File: config.mk
export PLATFORM = sky130hd
export DESIGN_NAME = irw_regwin
export DESIGN_NICKNAME = d
export VERILOG_FILES = /design/src/rtl/irw_pkg.sv /design/src/rtl/irw_decode.sv /design/src/rtl/irw_table.sv /design/src/rtl/irw_ctrl.sv /design/src/rtl/irw_regwin.sv
export SDC_FILE = /design/constraint.sdc
export NUM_CORES = 2
export LEC_CHECK = 0
export BUFFER_PORTS_ARGS = -buffer_cell sky130_fd_sc_hd__buf_2
export CORE_AREA = 2 2 634 636
export DETAILED_ROUTE_END_ITERATION = 6
export DIE_AREA = 0 0 636 638
export PLACE_DENSITY = 0.36
export SYNTH_ARGS = -nofsm -noshare
export SYNTH_HDL_FRONTEND = slang
export SYNTH_HIERARCHICAL = 1
export SYNTH_SLANG_ARGS = --single-unit
File: constraint.sdc
create_clock -name clk -period 3.1 [get_ports clk]
set_clock_uncertainty 0.15 [all_clocks]
set_input_delay 0.31 -clock clk [delete_from_list [all_inputs] [get_ports clk]]
set_output_delay 0.31 -clock clk [all_outputs]
set_load 0.03 [all_outputs]
File: src/rtl/irw_pkg.sv
package irw_pkg;
  localparam int unsigned WORD_W  = 32;
  localparam int unsigned ENTRY_W = 64;
  localparam logic [2:0]  FULL_SIZE = 3'd4;

  typedef enum logic [2:0] {
    SRC_NONE,
    SRC_SEL,
    SRC_ID,
    SRC_VER,
    SRC_TBL
  } rd_src_e;
endpackage

File: src/rtl/irw_decode.sv
module irw_decode
  import irw_pkg::*;
#(
  parameter int unsigned ADDR_W = 12,
  parameter int unsigned SEL_W  = 8,
  parameter int unsigned NPINS  = 24,
  parameter int unsigned IDX_W  = 5,
  parameter logic [7:0]  OFF_SEL = 8'h00,
  parameter logic [7:0]  OFF_WIN = 8'h10,
  parameter logic [SEL_W-1:0] REG_ID  = 8'h00,
  parameter logic [SEL_W-1:0] REG_VER = 8'h01,
  parameter logic [SEL_W-1:0] REG_ARB = 8'h02,
  parameter logic [SEL_W-1:0] TBL_BASE = 8'h10
) (
  input  logic [ADDR_W-1:0] bus_addr,
  input  logic [2:0]        bus_size,
  input  logic [SEL_W-1:0]  sel_q,
  output logic              hit_sel,
  output logic              hit_win,
  output logic              is_id,
  output logic              is_idrd,
  output logic              is_ver,
  output logic              tbl_ok,
  output logic [IDX_W-1:0]  tbl_idx,
  output logic              tbl_hi
);
  localparam logic [SEL_W-2:0] NP_LIM = (SEL_W-1)'(NPINS);

  logic [7:0]       off;
  logic [SEL_W-1:0] rel;
  logic [SEL_W-2:0] ent;
  logic             unused_addr;

  assign off         = bus_addr[7:0];
  assign unused_addr = ^bus_addr[ADDR_W-1:8];

  always_comb begin
    hit_sel = (off == OFF_SEL);
    hit_win = (off == OFF_WIN) && (bus_size == FULL_SIZE);
    is_id   = (sel_q == REG_ID);
    is_idrd = (sel_q == REG_ID) || (sel_q == REG_ARB);
    is_ver  = (sel_q == REG_VER);
    rel     = sel_q - TBL_BASE;
    ent     = rel[SEL_W-1:1];
    tbl_hi  = rel[0];
    tbl_ok  = (sel_q >= TBL_BASE) && (ent < NP_LIM);
    tbl_idx = ent[IDX_W-1:0];
  end
endmodule

File: src/rtl/irw_table.sv
module irw_table
  import irw_pkg::*;
#(
  parameter int unsigned NPINS    = 24,
  parameter int unsigned IDX_W    = 5,
  parameter int unsigned RIRR_BIT = 14,
  parameter int unsigned MASK_BIT = 16
) (
  input  logic                     clk,
  input  logic                     rst_n,
  input  logic                     we,
  input  logic [IDX_W-1:0]         idx,
  input  logic                     hi,
  input  logic [WORD_W-1:0]        wdata,
  input  logic [NPINS-1:0]         remote_irr,
  output logic [WORD_W-1:0]        rd_word,
  output logic [NPINS*ENTRY_W-1:0] tbl_flat
);
  localparam logic [ENTRY_W-1:0] RST_ENT = ENTRY_W'(1) << MASK_BIT;
  localparam logic [ENTRY_W-1:0] RB_MSK  = ENTRY_W'(1) << RIRR_BIT;

  logic [ENTRY_W-1:0] view [NPINS];

  for (genvar g = 0; g < NPINS; g++) begin : g_ent
    logic [ENTRY_W-1:0] ent_q;
    logic [ENTRY_W-1:0] ent_d;
    logic               hit;

    assign hit = we && (idx == IDX_W'(g));

    always_comb begin
      ent_d = ent_q;
      if (hit) begin
        if (hi) begin
          ent_d[ENTRY_W-1:WORD_W] = wdata;
        end else begin
          ent_d[WORD_W-1:0] = wdata;
          ent_d[RIRR_BIT]   = 1'b0;
        end
      end
    end

    always_ff @(posedge clk or negedge rst_n) begin
      if (!rst_n) begin
        ent_q <= RST_ENT;
      end else if (hit) begin
        ent_q <= ent_d;
      end
    end

    assign view[g] = (ent_q & ~RB_MSK) | (ENTRY_W'(remote_irr[g]) << RIRR_BIT);
    assign tbl_flat[g*ENTRY_W +: ENTRY_W] = view[g];
  end

  always_comb begin
    rd_word = '0;
    for (int i = 0; i < NPINS; i++) begin
      if (idx == IDX_W'(i)) begin
        rd_word = hi ? view[i][ENTRY_W-1:WORD_W] : view[i][WORD_W-1:0];
      end
    end
  end
endmodule

File: src/rtl/irw_ctrl.sv
module irw_ctrl
  import irw_pkg::*;
#(
  parameter int unsigned NPINS      = 24,
  parameter int unsigned IDX_W      = 5,
  parameter int unsigned SEL_W      = 8,
  parameter int unsigned ID_W       = 4,
  parameter int unsigned ID_LSB     = 24,
  parameter logic [7:0]  VER_CONST  = 8'h11,
  parameter int unsigned MAXENT_LSB = 16
) (
  input  logic              clk,
  input  logic              rst_n,
  input  logic              bus_wr,
  input  logic              bus_rd,
  input  logic [WORD_W-1:0] bus_wdata,
  input  logic              hit_sel,
  input  logic              hit_win,
  input  logic              is_id,
  input  logic              is_idrd,
  input  logic              is_ver,
  input  logic              tbl_ok,
  input  logic [IDX_W-1:0]  tbl_idx,
  input  logic [WORD_W-1:0] tbl_rd,
  output logic              tbl_we,
  output logic [SEL_W-1:0]  sel_q,
  output logic [ID_W-1:0]   id_q,
  output logic [WORD_W-1:0] bus_rdata,
  output logic              svc_strobe,
  output logic [IDX_W-1:0]  svc_index
);
  localparam logic [WORD_W-1:0] VER_WORD =
    WORD_W'(VER_CONST) | (WORD_W'(NPINS - 1) << MAXENT_LSB);

  logic              wr_sel;
  logic              wr_win;
  logic [SEL_W-1:0]  sel_d;
  logic [ID_W-1:0]   id_d;
  logic [WORD_W-1:0] rdata_d;
  logic [IDX_W-1:0]  sidx_d;
  rd_src_e           src;
  logic              unused_wd;

  assign unused_wd = ^bus_wdata;

  always_comb begin
    wr_sel = bus_wr && hit_sel;
    wr_win = bus_wr && hit_win;
    tbl_we = wr_win && tbl_ok;
    sel_d  = wr_sel ? bus_wdata[SEL_W-1:0] : sel_q;
    id_d   = (wr_win && is_id) ? bus_wdata[ID_LSB +: ID_W] : id_q;
    sidx_d = tbl_we ? tbl_idx : svc_index;
  end

  always_comb begin
    src = SRC_NONE;
    if (bus_rd) begin
      if (hit_sel)                 src = SRC_SEL;
      else if (hit_win && is_idrd) src = SRC_ID;
      else if (hit_win && is_ver)  src = SRC_VER;
      else if (hit_win && tbl_ok)  src = SRC_TBL;
    end
    unique case (src)
      SRC_SEL: rdata_d = WORD_W'(sel_q);
      SRC_ID:  rdata_d = WORD_W'(id_q) << ID_LSB;
      SRC_VER: rdata_d = VER_WORD;
      SRC_TBL: rdata_d = tbl_rd;
      default: rdata_d = '0;
    endcase
  end

  always_ff @(posedge clk or negedge rst_n) begin
    if (!rst_n) begin
      sel_q      <= '0;
      id_q       <= '0;
      bus_rdata  <= '0;
      svc_strobe <= 1'b0;
      svc_index  <= '0;
    end else begin
      sel_q      <= sel_d;
      id_q       <= id_d;
      bus_rdata  <= rdata_d;
      svc_strobe <= tbl_we;
      svc_index  <= sidx_d;
    end
  end
endmodule

File: src/rtl/irw_regwin.sv
module irw_regwin
  import irw_pkg::*;
#(
  parameter int unsigned NPINS  = 24,
  parameter int unsigned ADDR_W = 12,
  parameter int unsigned IDX_W  = $clog2(NPINS)
) (
  input  logic                     clk,
  input  logic                     rst_n,
  input  logic                     bus_wr,
  input  logic                     bus_rd,
  input  logic [ADDR_W-1:0]        bus_addr,
  input  logic [2:0]               bus_size,
  input  logic [WORD_W-1:0]        bus_wdata,
  output logic [WORD_W-1:0]        bus_rdata,
  input  logic [NPINS-1:0]         remote_irr,
  output logic [NPINS*ENTRY_W-1:0] tbl_flat,
  output logic                     svc_strobe,
  output logic [IDX_W-1:0]         svc_index
);
  localparam int unsigned SEL_W = 8;
  localparam int unsigned ID_W  = 4;

  logic              hit_sel, hit_win, is_id, is_idrd, is_ver, tbl_ok, tbl_hi, tbl_we;
  logic [IDX_W-1:0]  tbl_idx;
  logic [SEL_W-1:0]  sel_q;
  logic [ID_W-1:0]   id_q;
  logic [WORD_W-1:0] tbl_rd;

  irw_decode #(
    .ADDR_W(ADDR_W), .SEL_W(SEL_W), .NPINS(NPINS), .IDX_W(IDX_W)
  ) u_dec (
    .bus_addr(bus_addr), .bus_size(bus_size), .sel_q(sel_q),
    .hit_sel(hit_sel), .hit_win(hit_win), .is_id(is_id), .is_idrd(is_idrd),
    .is_ver(is_ver), .tbl_ok(tbl_ok), .tbl_idx(tbl_idx), .tbl_hi(tbl_hi)
  );

  irw_table #(.NPINS(NPINS), .IDX_W(IDX_W)) u_tbl (
    .clk(clk), .rst_n(rst_n), .we(tbl_we), .idx(tbl_idx), .hi(tbl_hi),
    .wdata(bus_wdata), .remote_irr(remote_irr), .rd_word(tbl_rd),
    .tbl_flat(tbl_flat)
  );

  irw_ctrl #(.NPINS(NPINS), .IDX_W(IDX_W), .SEL_W(SEL_W), .ID_W(ID_W)) u_ctrl (
    .clk(clk), .rst_n(rst_n), .bus_wr(bus_wr), .bus_rd(bus_rd),
    .bus_wdata(bus_wdata), .hit_sel(hit_sel), .hit_win(hit_win),
    .is_id(is_id), .is_idrd(is_idrd), .is_ver(is_ver), .tbl_ok(tbl_ok),
    .tbl_idx(tbl_idx), .tbl_rd(tbl_rd), .tbl_we(tbl_we), .sel_q(sel_q),
    .id_q(id_q), .bus_rdata(bus_rdata), .svc_strobe(svc_strobe),
    .svc_index(svc_index)
  );
endmodule

### Word-level counts from Yosys, hierarchy flattened

Index checks and enable logic that the tools add are counted.

* add/subtract/negate cells: 1
* $lt $le $gt $ge: 2
* equality and inequality tests: 31
* multiplexer cells: 54
* bitwise gates (word level): 25
* reductions and logical operators: 85

Operators by type and width (count)
* 32-bit two-way mux: 48
* 64-bit by 15-bit OR with 64-bit output: 24
* 32-bit case mux with 4 select lines: 1
* 2-bit AND reduction: 48
* 5-bit by 4-bit == test with 1-bit output (second input constant): 8
* 5-bit == test (second input constant): 8
* 1-bit logical AND: 33
* 5-bit by 3-bit == test with 1-bit output (second input constant): 4
* 8-bit logical NOT: 2
* 3-bit two-way mux: 5
* 5-bit by 2-bit == test with 1-bit output (second input constant): 2
* 8-bit by 1-bit == test with 1-bit output (second input constant): 1
* 8-bit by 2-bit == test with 1-bit output (second input constant): 1
* 8-bit by 5-bit == test with 1-bit output (second input constant): 1
* 8-bit by 5-bit >= comparator with 1-bit output (second input constant): 1
* 8-bit by 5-bit subtractor with 8-bit output (second input constant): 1
* 7-bit by 5-bit < comparator with 1-bit output (second input constant): 1
* 3-bit by 2-bit == test with 1-bit output (second input constant): 2
* 3-bit == test (second input constant): 2
* 5-bit by 1-bit == test with 1-bit output (second input constant): 1
* 5-bit logical NOT: 1
* 3-bit by 1-bit == test with 1-bit output (second input constant): 1
* 1-bit logical OR: 1
* 1-bit NOT: 1

* register bits after elaboration: 1562
* bits of input ports: 75
* output and inout port bits: 1574
* word-level logic and storage cells: 251

### Depth between registers and ports, before layout

* depth in word-level cells: 27
* mapped depth: 14
* depth with buffers taken out: 11

### By module

Netlist, hierarchy kept.

Modules (own cells, without submodules)
* irw_table: instances 1, cells each 5310, area an instance 71627.4 um^2, seq. area each 37866.3 um^2
* irw_ctrl: instances 1, cells each 115, area an instance 1780.5 um^2, seq. area each 1251.2 um^2
* irw_decode: instances 1, cells each 23, area an instance 182.7 um^2, seq. area each 0.0 um^2

### Least setup slack after synthesis

No wires, ideal clock.

* path kind: input-to-reg
* from: in bus_addr[2]
* to: reg u_tbl.g_ent[6].ent_q[33]
* library setup time: 125 ps
* data arrival time: 2925 ps
* required time: 2825 ps
* slack: -100 ps
* stages: 10
* path buffers: 3
* cells stage by stage: or4_1 > nor3_1 > nand3_1 > inv_1 > and2_1 > clkbuf_1 > clkbuf_1 > nand2_1 > buf_1 > mux2_2

* word-level cells in the longest chain between the ends: 6

Ends and longest elaborated chain
* from (decl): RTL line irw_regwin.sv:12 `input logic [ADDR_W-1:0] bus_addr,`
* 8-bit by 5-bit == test with 1-bit output: RTL line irw_decode.sv:39 `hit_win = (off == OFF_WIN) && (bus_size == FULL_SIZE);`
* 1-bit logical AND: RTL line irw_decode.sv:39
* net hit_win: RTL line irw_regwin.sv:24 `logic hit_sel, hit_win, is_id, is_idrd, is_ver, tbl_ok, tbl_hi, tbl_we;`
* 1-bit logical AND: RTL line irw_ctrl.sv:48 `wr_win = bus_wr && hit_win;`
* 1-bit logical AND: RTL line irw_ctrl.sv:49 `tbl_we = wr_win && tbl_ok;`
* net tbl_we: RTL line irw_regwin.sv:24
* 1-bit logical AND: RTL line irw_table.sv:29 `assign hit = we && (idx == IDX_W'(g));`
* 2-bit AND reduction (no line)
* to (signal assigned): RTL line irw_table.sv:47 `ent_q <= ent_d;`
* to (decl): RTL line irw_table.sv:25 `logic [ENTRY_W-1:0] ent_q;`

The timed path passes the listed nets, and every way through them passes these cells.
A chain may end at the register's enable or synchronous reset.

### Final worst setup path

* from: reg u_ctrl.sel_q[5]
* to: reg u_ctrl.bus_rdata[14]

* word-level cells in the longest chain between the ends: 27
* elaborated cells on any way between the ends: 69
* classes of those cells: 1 x add/sub; 2 x order compare; 29 x eq/ne; 30 x mux; 7 x reduce/logical

Ends and longest elaborated chain
* from (decl): RTL line irw_ctrl.sv:26 `output logic [SEL_W-1:0] sel_q,`
* from (signal assigned): RTL line irw_ctrl.sv:80 `sel_q <= sel_d;`
* 8-bit by 5-bit subtractor with 8-bit output (*): RTL line irw_decode.sv:43 `rel = sel_q - TBL_BASE;`
* net tbl_idx[4]: RTL line irw_regwin.sv:25 `logic [IDX_W-1:0] tbl_idx;`
* 5-bit logical NOT: RTL line irw_table.sv:58 `if (idx == IDX_W'(i)) begin`
* 32-bit two-way mux (23 in a row): RTL line irw_table.sv:58
* 32-bit two-way mux (*): RTL line irw_table.sv:58
* net tbl_rd[14]: RTL line irw_regwin.sv:28 `logic [WORD_W-1:0] tbl_rd;`
* 32-bit case mux with 4 select lines (*): RTL line irw_ctrl.sv:63 `unique case (src)`
* net u_ctrl.rdata_d[14]: RTL line irw_ctrl.sv:39 `logic [WORD_W-1:0] rdata_d;`
* to (signal assigned): RTL line irw_ctrl.sv:82 `bus_rdata <= rdata_d;`
* to (decl): RTL line irw_ctrl.sv:28 `output logic [WORD_W-1:0] bus_rdata,`

The timed path passes the listed nets; every way through them passes the cells marked *.

==> flow_metrics.tcl <==
set metrics [dict create \
    root_buffer "clkbuf_16" \
    p_sw_mw 12.6 \
    ant_nets 0 \
    io_buffers 1644 \
    p_comb_share_pct 6.4 \
    placed_cell_area_sq_mm 0.0952 \
    ys_seq_elements 1562 \
    drtIter0Drc 4245 \
    rsz0062_at_grt "true" \
    worstSetupStartpointType "flop" \
    clock_power_share_pct 51.8 \
    area_delta_synth_final_pct 45.6 \
    cts_tree "done" \
    p_per_area_mw_per_mm2 456 \
    critPathBufInv 5 \
    worstPathArrival_ps 4040 \
    drv_slew 0 \
    first_pass_iters 6 \
    crit_top_cell "buf_4" \
    grt_max_degree 108 \
    period_share_pct 110 \
    via_count 60900 \
    synth_commonest_cells "1635 x mux2_2, 1538 x dfrtp_1, 553 x mux2i_1, 270 x clkbuf_1, 201 x a21oi_1" \
    cp_cell_sequence "inv_2, ha_4, inv_8, buf_12, and3b_1, buf_4, nand2_8, buf_4, o22ai_1, nor3_1, o21ai_2, o21ai_1, a21oi_1, and2_1" \
    finish.utilization_pct 26.9 \
    critical_path_class "flop to flop" \
    grt.overflow.total 0 \
    worstPathRequired_ps 3730 \
    p_seq_share_pct 41.8 \
    synth_top_area_share_pct 52.3 \
    crit_fanout 10 \
    tightest_slew_ps 1150 \
    period_minus_slack_ps 3410 \
    nNetsFinal 7849 \
    hpwl_um 397000 \
    path_clk_slew_ps 60 \
    async_flop_share_pct 100 \
    final_cell_area_sq_mm 0.107 \
    dp_slack_ps -1140 \
    gp_congestion 0.900 \
    die_y_um 638 \
    final-hold-violation-count 0 \
    core-area_sq_mm 0.399 \
    io_pins 1649 \
    max-clock-path-buffers 4 \
    grt_usage_pct 24.2 \
    yosys_most_used_dff "dfrtp_1" \
    syn_avg_cell_area_sq_um 13.5 \
    antenna_found_initial 40 \
    fmax_mhz 293 \
    num_rows 232 \
    setup_viol 69 \
    synth_edf_count 0 \
    synth_top_cells_by_area "dfrtp_1 52%, mux2_2 25%, mux2i_1 7.5%" \
    violations "setup timing" \
    p_total_mw 48.8 \
    internal_power_mw 36.2 \
    grt_pass1_vias 62400 \
    viasPerCell 4.60 \
    drc 0 \
    layout_setup_ws_ps -310 \
    syn_nets 5525 \
    crit_path_top_delay_cell "nor3_1" \
    ir_worst_vdd_mv 0.483 \
    crit_path_end_kind "flop" \
    netlist_area_sq_mm 0.0736 \
    drive_gt1_share_pct 63.9 \
    hold_class "primary input to flop" \
    worst_skew_pair.late_latency_ps 960 \
    wl_per_cell_um 39.4 \
    yosysWarnings 6 \
    status "finished, violations left" \
    switching_share_pct 25.8 \
    cap_viol_max_count 0 \
    yosysMostFrequentCell "mux2_2" \
    cpPeakStageDelay_ps 460 \
    chipWidth_um 636 \
    wirelength_um 522000 \
    p_leak_nw 53.7 \
    cts_buffers 206 \
    syn_inst 5448 \
    cts_max_level 4 \
    grt_pass1_wl_um 658000 \
    seq_area_frac_synth_pct 53.2 \
    relSlewSlack_pct 23.1 \
    synth_top_area_cell "dfrtp_1" \
    clock_sinks 1562 \
    dieArea_sq_mm 0.406 \
    initial_core_util_pct 18.5 \
    synth.distinct_cells 63 \
    crit_family "simple AND/OR/NAND/NOR gates" \
]
## layout make-up
type,count,area (sq um)
multi-input combinational,3318,34500
tap,5265,6590
clock inverter,76,1080
fill,41700,291000
sequential,1562,39100
timing repair buffer,2678,19800
inverter,6,32.5
antenna,34,85.1
clock buffer,294,5920
## per-stage QoR
step                setup TNS [ps]  hold WS, ps  cells
floorplan                        0         -136   5448
global placement            -93650          191  12700
detailed placement         -103930          187  12700
CTS                          -9280         7.15  13100
global route                -25510         10.4  13200
finish                       -6210         53.9  13200
## repair_timing
item / 4_1_cts / 5_1_grt
pin swaps: 106 / 137
gates cloned: 13 / 22
hold endpoints to repair: 1444 / 0
resized for setup: 354 / 277
setup endpoints to repair: 197 / 1370
buffers inserted: 57 / 74
hold buffers: 29 / 0
## routing by layer
layer	vias to the layer above	global-route usage, %	part of all wire [%]
li1	25000	-	-
met1	32800	29.9	40
met2	2457	40.2	48
met3	613	6.49	7.5
met4	2	9.35	4.5
met5	-	0	0.0027
## power by group through the flow
stage	combinational, mW	sequential (mW)	clock (mW)
6_report	3.12	20.4	25.3
5_1_grt	3.29	20.4	26.7
4_1_cts	3.07	20.4	26.0
3_5_place_dp	2.85	20.8	0
3_3_place_gp	2.83	20.8	0
2_1_floorplan	1.02	20.8	0
## registers in the layout, summed over array words and instances, names as in the netlist
signal	flops
u_ctrl/sel_q	8
u_ctrl/svc_index	5
u_ctrl/id_q	4
u_ctrl/bus_rdata	32
u_tbl/g_ent.ent_q	1512
u_ctrl/svc_strobe	1
## path summary, 6_finish.rpt
| kind | start | to | slack [ps] | depth (start not counted) |
|---|---|---|---|---|
| worst max-delay path | u_ctrl/sel_q[5] | u_ctrl/bus_rdata[14] | -310 | 14 |
| worst min-delay path | bus_wdata[25] | u_tbl/g_ent[7].ent_q[57] | 50 | 2 |
| worst max register to register | u_ctrl/sel_q[5] | u_ctrl/bus_rdata[14] | -310 | 14 |
| worst min register to register | u_ctrl/id_q[0] | u_ctrl/bus_rdata[24] | 350 | 1 |
| max in group asynchronous | rst_n | u_tbl/g_ent[3].ent_q[39] | 1720 | 3 |
| min in group asynchronous | rst_n | u_tbl/g_ent[14].ent_q[7] | 150 | 3 |
## cell usage in the layout, fill, tap and decap left out, types with 15 or more instances in the layout
cell and instances:
mux2_4 56, a22oi_2 19, a21oi_4 16, buf_12 197, a22oi_1 26, o21ai_2 29
clkbuf_8 43, buf_16 32, o221ai_2 15, nor2_1 51, dlygate4sd3_1 28, dfstp_2 24
clkbuf_16 227, mux4_2 57, nand2_4 23, a221oi_2 19, a21oi_2 78, dfrtp_1 1535
buf_2 1643, o221ai_1 46, o21ai_1 34, a211oi_1 29, nor2_4 24, a21oi_1 107
o21ai_0 133, mux2_2 1580, nor2b_1 34, buf_4 692, mux2i_1 551, clkbuf_1 45
nand2_1 31, and2_1 21, a221o_1 32, buf_6 58, clkinv_2 26, diode_2 34
o22ai_1 86, bufinv_16 18, a2111oi_2 25
## kinds of logic (layout without fill, tap and decap cells)
kind of cell | after synthesis | after routing | synth area share [%]
buffers and inverters | 568 | 3054 | 3.55
DFF | 1562 | 1562 | 53.2
muxes | 2256 | 2256 | 34.5
and+or+nand+nor | 283 | 283 | 2.03
adders and majority gates | 2 | 2 | 0.0340
other | 0 | 34 | 0
AOI/OAI and AO/OA | 777 | 777 | 6.78
No activity file was read; power rests on OpenSTA's default activity.
